`src/rtl/a429_tx_pkg.sv`:
```
// Shared types and helpers for the word transmitter.
// Assumes: word width of at least 2 bits; parity covers all bits except the last.
package a429_tx_pkg;

    typedef enum logic [1:0] {
        ST_IDLE = 2'd0,
        ST_MARK = 2'd1,
        ST_NULL = 2'd2,
        ST_GAP  = 2'd3
    } tx_state_e;

    // Parity bit that makes the whole word odd (even=0) or even (even=1).
    function automatic logic last_bit_parity(input logic [30:0] data, input logic even);
        return even ? (^data) : ~(^data);
    endfunction

endpackage

```
`src/rtl/a429_word_fifo.sv`:
```
// Word queue: circular buffer with occupancy count and half/full flags.
// Assumes: push while full is dropped; pop only acts when not empty.
module a429_word_fifo #(
    parameter int WIDTH = 32,
    parameter int DEPTH = 32,
    parameter int HALF  = 16
) (
    input  logic             clk,
    input  logic             rst_n,
    input  logic             push,
    input  logic [WIDTH-1:0] push_data,
    input  logic             pop,
    output logic [WIDTH-1:0] pop_data,
    output logic             empty,
    output logic             full,
    output logic             half
);
    localparam int AW = $clog2(DEPTH);
    localparam int CW = $clog2(DEPTH + 1);

    logic [WIDTH-1:0] mem [DEPTH];
    logic [AW-1:0]    wr_ptr, rd_ptr;
    logic [CW-1:0]    count;
    logic             push_ok, pop_ok;

    assign push_ok  = push && !full;
    assign pop_ok   = pop && !empty;
    assign empty    = (count == '0);
    assign full     = (count == CW'(DEPTH));
    assign half     = (count >= CW'(HALF));
    assign pop_data = mem[rd_ptr];

    // Storage write on accepted push.
    always_ff @(posedge clk) begin
        if (push_ok) mem[wr_ptr] <= push_data;
    end

    // Pointer and occupancy bookkeeping.
    always_ff @(posedge clk) begin
        if (!rst_n) begin
            wr_ptr <= '0;
            rd_ptr <= '0;
            count  <= '0;
        end else begin
            if (push_ok) wr_ptr <= (wr_ptr == AW'(DEPTH - 1)) ? '0 : wr_ptr + 1'b1;
            if (pop_ok)  rd_ptr <= (rd_ptr == AW'(DEPTH - 1)) ? '0 : rd_ptr + 1'b1;
            if (push_ok && !pop_ok)      count <= count + 1'b1;
            else if (pop_ok && !push_ok) count <= count - 1'b1;
        end
    end
endmodule

```
`src/rtl/a429_tx_serializer.sv`:
```
// Serializer: pulls words from the queue and sequences mark, NULL and gap.
// Assumes: rate and parity settings are taken when a word starts; a word
// in flight always completes with its gap even if enable drops.
module a429_tx_serializer
    import a429_tx_pkg::*;
#(
    parameter int WIDTH    = 32,
    parameter int DIV_FAST = 10,
    parameter int DIV_SLOW = 80,
    parameter int GAP_BITS = 4
) (
    input  logic             clk,
    input  logic             rst_n,
    input  logic             enable,
    input  logic             slow_rate,
    input  logic             par_en,
    input  logic             par_even,
    input  logic             q_empty,
    input  logic [WIDTH-1:0] q_word,
    output logic             pop,
    output logic             busy,
    output logic             mark_valid,
    output logic             mark_bit
);
    localparam int CNT_W = $clog2(GAP_BITS * DIV_SLOW + 1);
    localparam int BIT_W = $clog2(WIDTH);
    localparam logic [CNT_W-1:0] HL_FAST = CNT_W'(DIV_FAST / 2 - 1);
    localparam logic [CNT_W-1:0] HL_SLOW = CNT_W'(DIV_SLOW / 2 - 1);
    localparam logic [CNT_W-1:0] GL_FAST = CNT_W'(GAP_BITS * DIV_FAST - 1);
    localparam logic [CNT_W-1:0] GL_SLOW = CNT_W'(GAP_BITS * DIV_SLOW - 1);

    tx_state_e        state;
    logic [CNT_W-1:0] cnt;
    logic [BIT_W-1:0] bit_idx;
    logic [WIDTH-1:0] shreg;
    logic             slow_q;
    logic [CNT_W-1:0] half_last, gap_last;
    logic [WIDTH-1:0] framed;
    logic             start;

    assign half_last = slow_q ? HL_SLOW : HL_FAST;
    assign gap_last  = slow_q ? GL_SLOW : GL_FAST;

    // Word as it will go on the line, with optional parity in the last bit.
    always_comb begin
        framed = q_word;
        if (par_en) framed[WIDTH-1] = last_bit_parity(q_word[30:0], par_even);
    end

    // A word starts from idle, or straight at the end of a gap.
    assign start = enable && !q_empty &&
                   ((state == ST_IDLE) || (state == ST_GAP && cnt == gap_last));
    assign pop        = start;
    assign busy       = (state != ST_IDLE);
    assign mark_valid = (state == ST_MARK);
    assign mark_bit   = shreg[0];

    // Bit/phase sequencer.
    always_ff @(posedge clk) begin
        if (!rst_n) begin
            state   <= ST_IDLE;
            cnt     <= '0;
            bit_idx <= '0;
            shreg   <= '0;
            slow_q  <= 1'b0;
        end else if (start) begin
            state   <= ST_MARK;
            cnt     <= '0;
            bit_idx <= '0;
            shreg   <= framed;
            slow_q  <= slow_rate;
        end else begin
            case (state)
                ST_MARK: begin
                    if (cnt == half_last) begin
                        state <= ST_NULL;
                        cnt   <= '0;
                    end else cnt <= cnt + 1'b1;
                end
                ST_NULL: begin
                    if (cnt == half_last) begin
                        cnt <= '0;
                        if (bit_idx == BIT_W'(WIDTH - 1)) state <= ST_GAP;
                        else begin
                            state   <= ST_MARK;
                            bit_idx <= bit_idx + 1'b1;
                            shreg   <= shreg >> 1;
                        end
                    end else cnt <= cnt + 1'b1;
                end
                ST_GAP: begin
                    if (cnt == gap_last) begin
                        state <= ST_IDLE;
                        cnt   <= '0;
                    end else cnt <= cnt + 1'b1;
                end
                default: ;
            endcase
        end
    end
endmodule

```
`src/rtl/a429_line_stage.sv`:
```
// Line stage: maps mark state to A/B levels, applies forced NULL and
// produces the straight and inverted loopback pairs.
// Assumes: loopback taps the stream ahead of the forced-NULL gate.
module a429_line_stage (
    input  logic mark_valid,
    input  logic mark_bit,
    input  logic force_null,
    input  logic self_test,
    output logic line_a,
    output logic line_b,
    output logic lb1_a,
    output logic lb1_b,
    output logic lb2_a,
    output logic lb2_b
);
    logic raw_a, raw_b;

    // Three-level encoding of the serial stream.
    always_comb begin
        raw_a = mark_valid &  mark_bit;
        raw_b = mark_valid & ~mark_bit;
    end

    // Line outputs held at NULL under test control.
    always_comb begin
        line_a = raw_a & ~force_null;
        line_b = raw_b & ~force_null;
    end

    // Loopback pairs: receiver 1 straight, receiver 2 inverted.
    always_comb begin
        lb1_a = raw_a & self_test;
        lb1_b = raw_b & self_test;
        lb2_a = raw_b & self_test;
        lb2_b = raw_a & self_test;
    end
endmodule

```
`src/rtl/a429_tx_top.sv`:
```
// Word transmitter top: half-word staging, queue, serializer and line stage.
// Assumes: host writes the low half before the high half of each word.
module a429_tx_top #(
    parameter int WIDTH    = 32,
    parameter int DEPTH    = 32,
    parameter int DIV_FAST = 10,
    parameter int DIV_SLOW = 80,
    parameter int GAP_BITS = 4
) (
    input  logic                 clk,
    input  logic                 rst_n,
    input  logic                 wr_lo,
    input  logic                 wr_hi,
    input  logic [WIDTH/2-1:0]   wr_data,
    input  logic                 tx_en,
    input  logic                 slow_rate,
    input  logic                 par_en,
    input  logic                 par_even,
    input  logic                 force_null,
    input  logic                 self_test,
    output logic                 line_a,
    output logic                 line_b,
    output logic                 lb1_a,
    output logic                 lb1_b,
    output logic                 lb2_a,
    output logic                 lb2_b,
    output logic                 tx_ready,
    output logic                 q_half,
    output logic                 q_full
);
    localparam int HW = WIDTH / 2;

    logic [HW-1:0]    lo_hold;
    logic [WIDTH-1:0] q_word;
    logic             q_empty, pop, busy, mark_valid, mark_bit;

    // Low-half staging register.
    always_ff @(posedge clk) begin
        if (!rst_n)     lo_hold <= '0;
        else if (wr_lo) lo_hold <= wr_data;
    end

    a429_word_fifo #(.WIDTH(WIDTH), .DEPTH(DEPTH), .HALF(DEPTH / 2)) u_fifo (
        .clk       (clk),
        .rst_n     (rst_n),
        .push      (wr_hi),
        .push_data ({wr_data, lo_hold}),
        .pop       (pop),
        .pop_data  (q_word),
        .empty     (q_empty),
        .full      (q_full),
        .half      (q_half)
    );

    a429_tx_serializer #(
        .WIDTH(WIDTH), .DIV_FAST(DIV_FAST), .DIV_SLOW(DIV_SLOW), .GAP_BITS(GAP_BITS)
    ) u_ser (
        .clk        (clk),
        .rst_n      (rst_n),
        .enable     (tx_en),
        .slow_rate  (slow_rate),
        .par_en     (par_en),
        .par_even   (par_even),
        .q_empty    (q_empty),
        .q_word     (q_word),
        .pop        (pop),
        .busy       (busy),
        .mark_valid (mark_valid),
        .mark_bit   (mark_bit)
    );

    a429_line_stage u_line (
        .mark_valid (mark_valid),
        .mark_bit   (mark_bit),
        .force_null (force_null),
        .self_test  (self_test),
        .line_a     (line_a),
        .line_b     (line_b),
        .lb1_a      (lb1_a),
        .lb1_b      (lb1_b),
        .lb2_a      (lb2_a),
        .lb2_b      (lb2_b)
    );

    // Ready when nothing is queued and nothing is on the wire.
    assign tx_ready = q_empty && !busy;
endmodule

```
`config.mk`:
```
export PLATFORM = sky130hd
export DESIGN_NAME = a429_tx_top
export DESIGN_NICKNAME = d
export VERILOG_FILES = /design/src/rtl/a429_tx_pkg.sv /design/src/rtl/a429_word_fifo.sv /design/src/rtl/a429_tx_serializer.sv /design/src/rtl/a429_line_stage.sv /design/src/rtl/a429_tx_top.sv
export SDC_FILE = /design/constraint.sdc
export NUM_CORES = 1
export LEC_CHECK = 0
export CAP_MARGIN = 30
export CORE_ASPECT_RATIO = 0.75
export CORE_UTILIZATION = 40
export CTS_BUF_LIST = sky130_fd_sc_hd__clkbuf_8
export DETAILED_ROUTE_END_ITERATION = 16
export HOLD_SLACK_MARGIN = 0.06
export PLACE_DENSITY = 0.68
export SETUP_SLACK_MARGIN = 0.3
export SYNTH_ARGS = -nofsm -noshare
export SYNTH_HDL_FRONTEND = slang
export SYNTH_SLANG_ARGS = --single-unit
export TNS_END_PERCENT = 20
```
`constraint.sdc`:
```
create_clock -name clk -period 3.6 [get_ports clk]
set_input_delay 0.72 -clock clk [delete_from_list [all_inputs] [get_ports clk]]
set_output_delay 0.72 -clock clk [all_outputs]
set_load 0.05 [all_outputs]
```
Word level (Yosys, flattened, before mapping):

Memories as Yosys holds them, arrays and structs flattened. A register that Yosys moved wholly into a read port is not among the register bits.
Index checks and enable logic that the tools add are counted.
W data, S select, Z words.

* register bits after elaboration: 81
* bits in writable memories: 1024
* input port bits: 26
* output and inout port bits: 9
* word-level logic and storage cells: 100
* memories kept: 1

* add/subtract/negate cells: 6
* order comparisons: 1
* equality and inequality tests: 16
* mux-type cells: 25
* bitwise operators: 11
* reduce and logical (&&, ||, !) cells: 30

Memories
* u_fifo.mem: depth 32, bits a word 32, read ports 1, clocked after Yosys merged registers in 1, write ports 1, RTL line a429_word_fifo.sv:21 `logic [WIDTH-1:0] mem [DEPTH];`

Operator list (count)
* $mux W32: 4
* $reduce_xor A31 Y1: 1
* $mux W9: 3
* $mux W5: 4
* $eq A9 B9 Y1: 2
* $mux W6: 3
* $pmux W9 S2: 1
* $add A5 B1 Y5 const B: 3
* $eq A5 B5 Y1 const B: 3
* $reduce_bool A2 Y1: 5
* $add A9 B1 Y9 const B: 1
* $logic_and A1 B1 Y1: 8
* $mux W2: 4
* $reduce_and A4 Y1: 2
* $add A6 B1 Y6 const B: 1
* $and A1 B1 Y1: 6
* $eq A6 B6 Y1 const B: 1
* $ge A6 B5 Y1 const B: 1
* $logic_not A6 Y1: 1
* $ne A2 B2 Y1 const B: 3
* $ne A3 B3 Y1 const B: 2
* $pmux W2 S3: 1
* $reduce_and A3 Y1: 2
* $sub A6 B1 Y6 const B: 1
* 12 further kinds: 26

Logic depth before layout (Yosys ltp):

* depth in word-level cells: 9
* gate-level depth with buffers: 17
* mapped depth without buffers: 16

Hierarchy:

From an unflattened synthesis, not the netlist that was laid out.

* cells, all modules: 2422
* area, all modules: 43581.8 µm²

Modules (own cells, without submodules)
* a429_word_fifo: instances 1, cells each 2052, area each 40396.2 µm², sequential area each 31169.9 µm²
* a429_tx_serializer: instances 1, cells each 312, area each 2511.2 µm², sequential area each 980.9 µm²
* a429_tx_top: instances 1, cells each 52, area each 621.8 µm², sequential area each 320.3 µm²
* a429_line_stage: instances 1, cells each 6, area each 52.6 µm², sequential area each 0.0 µm²

Worst setup path before layout:

No wires, ideal clock.

* path kind: register -> register
* start: register (tool-made name)
* end: register u_ser.shreg[31]
* setup time: 122 ps
* arrival: 3373 ps
* required time: 3478 ps
* path slack: 105 ps
* stages on the path, launching flop included: 12
* buffers on the path: 2
* period minus slack after synthesis: 3495 ps
* cell sequence: dfxtp_1 > buf_4 > clkbuf_1 > mux4_2 > mux4_2 > o21ai_0 > xnor2_1 > xnor3_1 > xnor3_1 > xnor3_1 > a211oi_1 > nor3b_1

RTL lines
* to (signal assigned): RTL line a429_tx_serializer.sv:70 `shreg <= framed;`
* to (signal assigned): RTL line a429_tx_serializer.sv:87 `shreg <= shreg >> 1;`
* to (decl): RTL line a429_tx_serializer.sv:35 `logic [WIDTH-1:0] shreg;`

==> flow_results.xml <==
<?xml version="1.0" encoding="UTF-8"?>
<metrics>
  <group name="cts">
    <metric name="clk_pin_slew" unit="ns">0.07</metric>
    <metric name="clk-insertion-delay-late" unit="ns">0.85</metric>
    <metric name="clkSinkCount" unit="">1110</metric>
    <metric name="cts.htree.levels" unit="">4</metric>
    <metric name="max_clock_buf_depth" unit="">3</metric>
    <metric name="cts_tree" unit="">built</metric>
    <metric name="post_cts_hold_buffer_count" unit="">0</metric>
    <metric name="cts-buffers-inserted" unit="">159</metric>
    <metric name="clock_tree.root_cell" unit="">sky130_fd_sc_hd__clkbuf_8</metric>
  </group>
  <group name="worst_setup_path">
    <metric name="critical_path.top_delay_family" unit="">multiplexers</metric>
    <metric name="class_of_the_most_critical_setup_path" unit="">reg2reg</metric>
    <metric name="worstSetupStartpointType" unit="">flip-flop</metric>
    <metric name="cell_chain_of_the_critical_path" unit="">buf_12, buf_4, mux4_2, mux4_2, mux2i_4, xor2_1, xnor2_1, buf_4, xnor3_1, xnor3_2, xnor3_1, a211oi_2, nor3b_1</metric>
    <metric name="worst-endpoint-required" unit="ns">4.32</metric>
    <metric name="critical-path-slowest-cell" unit="">sky130_fd_sc_hd__mux4_2</metric>
    <metric name="critPathMaxFanout" unit="">7</metric>
    <metric name="cp_data_arrival_time" unit="ns">4.40</metric>
    <metric name="worst_path_largest_cell_delay" unit="ns">0.52</metric>
    <metric name="crit_buf_inv" unit="">3</metric>
    <metric name="endpoint_kind" unit="">flip-flop</metric>
  </group>
  <group name="sta">
    <metric name="finalHoldViolCount" unit="">0</metric>
    <metric name="worst_slew_margin_rel" unit="">0.298</metric>
    <metric name="peak_freq" unit="MHz">272</metric>
    <metric name="final_hold_slack" unit="ns">0.461</metric>
    <metric name="layout_min_cycle_time" unit="ns">3.68</metric>
    <metric name="worst_slew_pin_tran" unit="ns">1.05</metric>
    <metric name="finalMaxSlewViolations" unit="">0</metric>
    <metric name="final_min_period_over_clock_period" unit="">1.02</metric>
    <metric name="rsz0062_at_grt" unit="">yes</metric>
    <metric name="postLayoutSetupSlackWorst" unit="ns">-0.0786</metric>
    <metric name="finalSetupViolations" unit="">2</metric>
    <metric name="fin_worst_skew" unit="ns">0.0400</metric>
  </group>
  <group name="route">
    <metric name="route.vias.total" unit="">23141</metric>
    <metric name="via_per_inst" unit="">5.83</metric>
    <metric name="wl_per_cell" unit="um">29.2</metric>
    <metric name="drt.antenna.violating_nets" unit="">0</metric>
    <metric name="drc_errors" unit="">0</metric>
    <metric name="initialDrtViolationCount" unit="">3424</metric>
    <metric name="drt_wl_total" unit="um">116000</metric>
    <metric name="detail_route.first_pass.iterations" unit="">6</metric>
  </group>
  <group name="synthesis">
    <metric name="postSynthAreaPerCell" unit="um^2">20.6</metric>
    <metric name="post_synthesis_sequential_element_count" unit="">1110</metric>
    <metric name="netlist_top_cells_area" unit="">sky130_fd_sc_hd__edfxtp_1 71%, sky130_fd_sc_hd__mux4_2 14%, sky130_fd_sc_hd__dfxtp_1 4.0%</metric>
    <metric name="area_of_the_mapped_netlist" unit="um^2">43300</metric>
    <metric name="synth_edf_count" unit="">1024</metric>
    <metric name="synth_seq_area_share" unit="">0.750</metric>
    <metric name="synth-main-ff-cell" unit="">sky130_fd_sc_hd__edfxtp_1</metric>
    <metric name="synth_top_area_frac" unit="">0.710</metric>
    <metric name="yosysUniqueCellTypes" unit="">54</metric>
    <metric name="synthCells" unit="">2102</metric>
    <metric name="ys_async_sr_fraction" unit="">0</metric>
    <metric name="syn-num-nets" unit="">2144</metric>
    <metric name="yosysWarningCount" unit="">0</metric>
    <metric name="yosys.area.top_type" unit="">sky130_fd_sc_hd__edfxtp_1</metric>
  </group>
  <group name="placement">
    <metric name="gp_congestion" unit="">0.809</metric>
    <metric name="detailed_place.area" unit="um^2">46900</metric>
    <metric name="place_ws" unit="ns">-0.385</metric>
    <metric name="place_hpwl" unit="um">61600</metric>
    <metric name="io_buffers" unit="">34</metric>
  </group>
  <group name="run_status">
    <metric name="status" unit="">finished, violations left</metric>
    <metric name="violations" unit="">setup timing</metric>
  </group>
  <group name="power_and_ir_drop">
    <metric name="p_leak" unit="nW">16.8</metric>
    <metric name="finalPower" unit="W">0.0300</metric>
    <metric name="worst_ir_drop_vdd" unit="V">0.000686</metric>
    <metric name="power_per_cell_area" unit="nW/um^2">588</metric>
  </group>
  <group name="global_routing">
    <metric name="via_count_of_the_first_global_routing_pass" unit="">22967</metric>
    <metric name="grt_usage" unit="">0.212</metric>
    <metric name="grt_max_degree" unit="">51</metric>
    <metric name="grt_first_pass_wirelength" unit="um">164000</metric>
    <metric name="grt_antenna_before_repair" unit="">0</metric>
    <metric name="grt_overflow_total" unit="">0</metric>
  </group>
  <group name="final_layout">
    <metric name="area.growth.synth_to_final" unit="%">18.0</metric>
    <metric name="layout_common_cells" unit="">1024 x sky130_fd_sc_hd__edfxtp_1, 267 x sky130_fd_sc_hd__mux4_2, 177 x sky130_fd_sc_hd__clkbuf_8</metric>
    <metric name="design.final.nets" unit="">2445</metric>
    <metric name="mostFrequentLayoutCell" unit="">sky130_fd_sc_hd__edfxtp_1</metric>
    <metric name="final_area" unit="um^2">51100</metric>
    <metric name="layout-drive-gt1-share" unit="">0.309</metric>
    <metric name="antenna_cells" unit="">0</metric>
    <metric name="finish.utilization" unit="">0.476</metric>
    <metric name="n_fill_cell" unit="">8669</metric>
  </group>
  <group name="die">
    <metric name="die-height" unit="um">287</metric>
    <metric name="placeable_core_area" unit="um^2">107000</metric>
    <metric name="design.die.area" unit="um^2">110000</metric>
    <metric name="start_util" unit="">0.404</metric>
    <metric name="row_count" unit="">104</metric>
    <metric name="design.portCount" unit="">35</metric>
    <metric name="die_width" unit="um">382</metric>
  </group>
  <group name="flow_run">
    <metric name="maxCapViolCount" unit="">0</metric>
  </group>
  <group name="hold_path">
    <metric name="hp-class" unit="">in2reg</metric>
  </group>
</metrics>
==> report_power, final <==
group	internal, W	switching, W
clock network	0.00473	0.00478
logic	0.00299	0.00284
registers	0.0144	0.000275
total	0.0221	0.00789
==> per-layer routing <==
metal | vias to the layer above | track usage | wire length, um
met3 | 207 | 0.0525 | 13800
met2 | 1466 | 0.306 | 51200
met4 | 0 | 0.0668 | 2920
met1 | 12204 | 0.316 | 48000
met5 | - | 0 | 0
li1 | 9264 | - | -
==> worst paths after layout <==
kind | start | endpoint | slack [ns] | cells after the start
worst max-delay path | flip-flop | u_ser.shreg[31] | -0.08 | 13
worst min-delay path | slow_rate | u_ser.slow_q | 0.46 | 3
worst max register to register | flip-flop | u_ser.shreg[31] | -0.08 | 13
worst min register to register | u_ser.cnt[1] | u_ser.cnt[1] | 0.51 | 2
==> cell usage after synthesis (all sizes together) (2+ instances only) <==
cell	n
or4	2
mux4	267
xnor3	3
mux2	16
xor2	8
o22ai	35
nand2	108
a32o	7
o211a	8
a211oi	14
or3	2
a221oi	9
nor3	8
a41o	2
nand3	9
and2	11
or3b	3
a21oi	13
nor2	70
o21ai	25
a21boi	12
o21bai	7
nor2b	26
and3	26
inv	11
buf	72
nor4	2
or2	2
edfxtp	1024
nor4b	2
a31oi	6
nand4	3
nand3b	6
clkbuf	41
xnor2	32
dfxtp	86
mux2i	93
ha	15
nand2b	5
==> tightest hold or removal path, cell delays in order <==
cell and delay (ns):
sky130_fd_sc_hd__clkdlybuf4s50_1 0.40, sky130_fd_sc_hd__nand2_1 0.06, sky130_fd_sc_hd__a21boi_0 0.07
==> flip-flops by register name, indices dropped and copies added (netlist names), named ones only <==
register,flops
u_ser.cnt,9
u_fifo.count,6
u_ser.state,2
u_fifo.rd_ptr,5
u_fifo.wr_ptr,5
u_ser.bit_idx,5
u_ser.slow_q,1
u_fifo.mem,1024
u_ser.shreg,32
lo_hold,16
==> what timing repair did <==
item / 4_1_cts / 5_1_grt
setup endpoints to repair: 5 / 9
pin swaps: 5 / 1
resized for setup: 50 / 17
cloned: 9 / 0
setup buffers: 20 / 3
==> stage by stage <==
step	instances	setup TNS, ns
after floorplan	2102	0
after global placement	3623	-0.353
after detailed placement	3626	-0.385
after CTS	3949	0
after global routing	3967	-0.259
final	3967	-0.0952
==> kinds of logic (layout without fill, tap and decap cells) <==
| kind of cell | after synthesis | count (layout) | synth area share |
|---|---|---|---|
| xor+xnor | 43 | 43 | 0.00966 |
| buf+inv | 125 | 559 | 0.0162 |
| mux | 376 | 376 | 0.165 |
| simple gates | 288 | 288 | 0.0315 |
| fa+ha+maj | 16 | 16 | 0.00480 |
| flops | 1110 | 1110 | 0.750 |
| compound gates | 144 | 144 | 0.0230 |
==> cell type report <==
| type | instances | area [um^2] | share of cell area |
|---|---|---|---|
| multi-input cells | 867 | 10500 | 0.206 |
| flip-flops and latches | 1110 | 32500 | 0.636 |
| clock inverters | 117 | 572 | 0.0112 |
| inverters | 12 | 45.0 | 0.000882 |
| clock buffers | 177 | 2440 | 0.0477 |
| well taps | 1431 | 1790 | 0.0351 |
| repair buffers | 253 | 3230 | 0.0633 |
No activity file was read; power rests on OpenSTA's default activity.
